[src/rtl/temp_alarm.sv]
module temp_alarm #(
  parameter int TW   = 8,
  parameter int HYST = 5
) (
  input  logic                 clk,
  input  logic                 rst_n,
  input  logic                 run,
  input  logic                 smp_vld,
  input  logic signed [TW-1:0] loc_temp,
  input  logic signed [TW-1:0] rem_temp,
  input  logic                 rem_fault,
  input  logic                 stat_rd,
  input  logic                 ext_thr_n,
  input  logic signed [TW-1:0] loc_hi,
  input  logic signed [TW-1:0] loc_lo,
  input  logic signed [TW-1:0] rem_hi,
  input  logic signed [TW-1:0] rem_lo,
  input  logic signed [TW-1:0] loc_crit,
  input  logic signed [TW-1:0] rem_crit,
  input  logic signed [TW-1:0] loc_thr,
  input  logic signed [TW-1:0] rem_thr,
  input  logic signed [TW-1:0] psv_lim,
  input  logic                 ctl_sel,
  input  logic                 ie_loc,
  input  logic                 ie_rem,
  input  logic                 ie_psv,
  input  logic                 ie_thr,
  input  logic                 ie_fault,
  input  logic                 thr_fan_en,
  output logic [12:0]          status,
  output logic                 alert_n,
  output logic                 ovr_n,
  output logic                 thr_n,
  output logic                 full_speed,
  output logic [TW-1:0]        rem_rd
);
  localparam logic signed [TW:0]   HY     = (TW+1)'(HYST);
  localparam logic signed [TW-1:0] NEG_FS = {1'b1, {(TW-1){1'b0}}};

  function automatic logic released(input logic signed [TW-1:0] t,
                                    input logic signed [TW-1:0] lim);
    logic signed [TW:0] te, le;
    te = {t[TW-1], t};
    le = {lim[TW-1], lim};
    return te <= (le - HY);
  endfunction

  logic primed;
  logic detect;
  assign detect = smp_vld & run & primed;

  always_ff @(posedge clk or negedge rst_n)
    if (!rst_n)      primed <= 1'b0;
    else if (!run)   primed <= 1'b0;
    else if (smp_vld) primed <= 1'b1;

  logic signed [TW-1:0] rem_eff, ctl_t;
  assign rem_eff = rem_fault ? NEG_FS : rem_temp;
  assign ctl_t   = (ctl_sel && (loc_temp > rem_eff)) ? loc_temp : rem_eff;

  logic [4:0] stk, stk_c;
  assign stk_c = {ctl_t <= psv_lim, rem_eff <= rem_lo, rem_eff >= rem_hi,
                  loc_temp <= loc_lo, loc_temp >= loc_hi};

  logic [1:0] crit_c, thr_ge, thr_rel;
  assign crit_c  = {rem_eff >= rem_crit, loc_temp >= loc_crit};
  assign thr_ge  = {rem_eff >= rem_thr,  loc_temp >= loc_thr};
  assign thr_rel = {released(rem_eff, rem_thr), released(loc_temp, loc_thr)};

  logic [1:0] crit, thr_on, thr_flg, armed;
  logic [1:0] flg_n, arm_n;
  logic       fault, ext_flg;

  always_comb begin
    arm_n = stat_rd ? (armed & ~thr_flg) : armed;
    flg_n = stat_rd ? 2'b00 : thr_flg;
    if (detect) begin
      arm_n = arm_n | thr_rel;
      flg_n = flg_n | (thr_ge & arm_n);
    end
  end

  always_ff @(posedge clk or negedge rst_n)
    if (!rst_n) begin
      stk     <= '0;
      crit    <= '0;
      thr_on  <= '0;
      thr_flg <= '0;
      armed   <= '1;
      fault   <= 1'b0;
      ext_flg <= 1'b0;
      rem_rd  <= NEG_FS;
    end else begin
      stk     <= (detect ? stk_c : 5'b0) | (stat_rd ? 5'b0 : stk);
      thr_flg <= flg_n;
      armed   <= arm_n;
      if (detect) begin
        crit   <= crit_c;
        thr_on <= thr_ge | (thr_on & ~thr_rel);
        rem_rd <= rem_eff;
        if (rem_fault) fault <= 1'b1;
      end
      if (!ext_thr_n)   ext_flg <= 1'b1;
      else if (stat_rd) ext_flg <= 1'b0;
    end

  logic loc_rng, rem_rng;
  assign loc_rng = stk[0] | stk[1];
  assign rem_rng = stk[2] | stk[3];

  assign status = {ext_flg, fault, stk[4], thr_flg, crit,
                   rem_rng, stk[3], stk[2], loc_rng, stk[1], stk[0]};

  assign ovr_n      = ~(|crit | fault);
  assign thr_n      = ~|thr_on;
  assign full_speed = ext_flg | (thr_fan_en & |thr_flg);
  assign alert_n    = ~((loc_rng & ie_loc) | (rem_rng & ie_rem) | (stk[4] & ie_psv) |
                        (|thr_flg & ie_thr) | (fault & ie_fault) | |crit);
endmodule

[config.mk]
export PLATFORM = sky130hd
export DESIGN_NAME = temp_alarm
export DESIGN_NICKNAME = d
export VERILOG_FILES = /design/src/rtl/temp_alarm.sv
export SDC_FILE = /design/constraint.sdc
export NUM_CORES = 1
export LEC_CHECK = 0
export ABC_AREA = 1
export BUFFER_PORTS_ARGS = -buffer_cell sky130_fd_sc_hd__buf_2
export CORE_ASPECT_RATIO = 1.2
export CORE_UTILIZATION = 45
export DETAILED_ROUTE_END_ITERATION = 8
export PLACE_DENSITY = 0.72
export SYNTH_ARGS = -nofsm -noshare
export SYNTH_HDL_FRONTEND = slang
export SYNTH_SLANG_ARGS = --single-unit
[constraint.sdc]
create_clock -name clk -period 1.6 [get_ports clk]
set_input_delay 0.4 -clock clk [delete_from_list [all_inputs] [get_ports clk]]
set_output_delay 0.4 -clock clk [all_outputs]
set_load 0.05 [all_outputs]
==> flow_metrics.tcl <==
set metrics [dict create \
    synth.net_count 816 \
    synthesis.yosys.warnings 0 \
    vias 4767 \
    place_worst_setup_slack_ps -1440 \
    initial_cell_density_of_the_core 0.467 \
    yosysSeqAreaShare 0.150 \
    ys_seq_elements 24 \
    port_buffers 126 \
    cts_made_buffers 3 \
    clk_path_buf_depth 2 \
    endpoint "stk[4]" \
    first_global_vias 4779 \
    globalRouteTotalUtil 0.281 \
    maxCapViolations 0 \
    synth_compound_area_frac 0.115 \
    critical_path_required_ps 1760 \
    slew_at_the_pin_closest_to_its_max_slew_limit_ps 516 \
    mappedNetlistArea_um2 4030 \
    yosys.cell_count.top_type "nand2_1" \
    timing.critical_path.to_type "flip-flop" \
    path_class "input pin to flip-flop" \
    io_pins 127 \
    detailedRoute.firstPassIterationCount 7 \
    r2r_cells 7 \
    yosys.area_share.xor_xnor 0.0218 \
    drtIter0Drc 219 \
    vdd_drop_max_mv 0.334 \
    number_of_sinks_on_the_clock_net 24 \
    power.density_nw_per_um2 536 \
    finalWirelength_um 12900 \
    count_of_flip_flops_with_a_built_in_enable_after_synthesis 0 \
    min-delay-path-class "input pin to async pin" \
    worst_slack_ps -1150 \
    gp_congestion 0.891 \
    antenna_found_initial 0 \
    yosys_most_used_dff "dfrtp_1" \
    grt_first_pass_wirelength_um 20700 \
    timing.rr.start "primed" \
    clock-skew-final_ps 4.56 \
    die_height_um 106 \
    remaining_drc_errors 0 \
    netlist.area_leader.share 0.311 \
    cp-startpoint "rem_fault" \
    post_synth_inst_count 614 \
    num-fill-cells 717 \
    pin_count_of_the_biggest_net_entering_global_routing 25 \
    routed_wire_length_per_instance_um 13.7 \
    post-synth-top-area-cell "ha_1" \
    timing.critical_path.from_type "input pin" \
    ant_nets 0 \
    cts-hold-fix-buffers 0 \
    drive_gt1_frac 0.395 \
    ys_types 28 \
    synthArstFlopShare 1.00 \
    detailedPlacementHpwl_um 10200 \
    tritoncts "built" \
    synth.area.mux_share 0 \
    die_x_um 88.3 \
    finalSetupViolCount 12 \
    mean_cell_area_of_the_mapped_netlist_um2 6.56 \
    r2r_setup_slack_ps 280 \
    area_fraction_in_and_or_nand_and_nor_cells_after_synthesis 0.258 \
    count_of_nets_after_finishing 1031 \
    clk_latency_ps 260 \
    antenna_cells_inserted 0 \
    grt_setup_unrepaired "yes" \
    status "finished with violations" \
    total_power_mw 3.30 \
    cp.arrival_ps 2910 \
    period_share 1.72 \
    period_minus_slack_ps 2750 \
    cell_leakage_power_nw 3.58 \
    fmaxAchievable_ghz 0.364 \
    route.detailed.vias_per_inst 5.04 \
    final_core_util 0.715 \
    setup_total_negative_slack_ps -6450 \
    slew_viol_final 0 \
    cts_htree_levels 1 \
    synthesized_area_fraction_occupied_by_adder_cells 0.311 \
    crit_path_max_fanout 8 \
    synth_top_cells_by_count "153 x nand2_1, 130 x inv_1, 100 x ha_1" \
    clock-root-buffer "clkbuf_8" \
    globalRoute.totalOverflow 0 \
    synth_top_area_cells "ha_1 31%, nand2_1 14%, dfrtp_1 13%, inv_1 12%, a21oi_1 5.1%" \
    area_growth_syn_to_layout_pct 53.0 \
    placeableCoreArea_um2 8610 \
    main_combinational_cell_family_by_area_after_synthesis "adder cells" \
    slew_headroom 0.656 \
    area_of_the_die_um2 9330 \
    r2r-end "crit[1]" \
    placement_row_count 37 \
    cts.reportedPaths.clkPinSlew_ps 80 \
    final_hold_viol_count 0 \
    violations "negative setup slack" \
]
==> per-layer routing <==
metal,vias up,track usage,share of wire
met2,163,0.517,0.51
met5,-,0,0
met4,0,0.126,0.048
met1,2164,0.313,0.39
li1,2396,-,-
met3,44,0.0360,0.050
==> sequential cells by signal (all words and copies together) (netlist names) <==
register,cells
fault,1
primed,1
thr_flg,2
thr_on,2
ext_flg,1
rem_rd,8
stk,5
crit,2
armed,2
==> how the worst min path moves through the flow <==
stage	start	slack [ps]	cells past startpoint	to
after floorplan	rst_n	100	0	crit[0]
after global placement	rst_n	400	1	ext_flg
after detailed placement	rst_n	400	1	ext_flg
after CTS	rst_n	110	1	ext_flg
after global routing	rst_n	130	1	ext_flg
final	rst_n	100	1	ext_flg
==> where the power goes <==
part	switching, mW	total (mW)	internal (mW)
combinational	1.27	2.15	0.881
clock	0.185	0.363	0.178
sequential	0.0607	0.793	0.733
==> stage by stage <==
step	area, µm²	cells	hold slack [ps]
after floorplan	4180	614	104
after global placement	5460	925	397
after detailed placement	5460	925	399
after CTS	5960	940	106
after global routing	6160	945	129
final	6160	945	102
==> cell usage in the layout, fill, tap and decap left out, types with 13 or more instances in the layout <==
| master | netlist | layout |
|---|---|---|
| buf_4 | 4 | 76 |
| buf_2 | 1 | 119 |
| buf_6 | 2 | 15 |
| nand2_2 | 0 | 21 |
| nand2_1 | 153 | 130 |
| a21oi_1 | 41 | 30 |
| o21ai_1 | 28 | 29 |
| nand3_1 | 27 | 21 |
| dfrtp_1 | 21 | 15 |
| ha_1 | 100 | 83 |
| nor2_1 | 43 | 35 |
| ha_4 | 0 | 17 |
| nand4_1 | 13 | 13 |
| inv_1 | 130 | 118 |
==> critical path, cell delays in order <==
cell and delay, ps:
buf_8 80, clkinvlp_4 240, nand2_2 160, ha_1 240, nand2_2 80, inv_2 40, o21ai_1 60, nand2_1 70
nand2_2 70, nand2_1 60, nand2_2 120, nand3_4 140, nand2_1 90, o21ai_1 70, ha_1 330, a21oi_2 160
o21a_1 170, nand2_1 70, nand2_1 60, nand3_1 80, nand2_1 70, nand2_1 50
==> repair_timing <==
action                                  4_1_cts  5_1_grt
gates cloned                                  1        0
buffers inserted                             12        5
endpoints found under the setup margin       15       16
resized for setup                            77       41
endpoints found under the hold margin         0        0
pin swaps                                    44       31
==> cell type report <==
| cell class | count | area [µm²] | share of cell area |
|---|---|---|---|
| Clock buffer | 4 | 45.0 | 0.00731 |
| Timing Repair Buffer | 216 | 1440 | 0.234 |
| Sequential cell | 24 | 612 | 0.0993 |
| Inverter | 139 | 572 | 0.0928 |
| Multi-Input combinational cell | 445 | 3340 | 0.543 |
| Tap cell | 117 | 146 | 0.0238 |
==> cell families after synthesis <==
logic type,after synthesis
xor+xnor,10
compound gates,87
buf+inv,146
flops,24
simple gates,247
fa+ha+maj,100
Note: power is estimated with default switching activity, not from simulation.
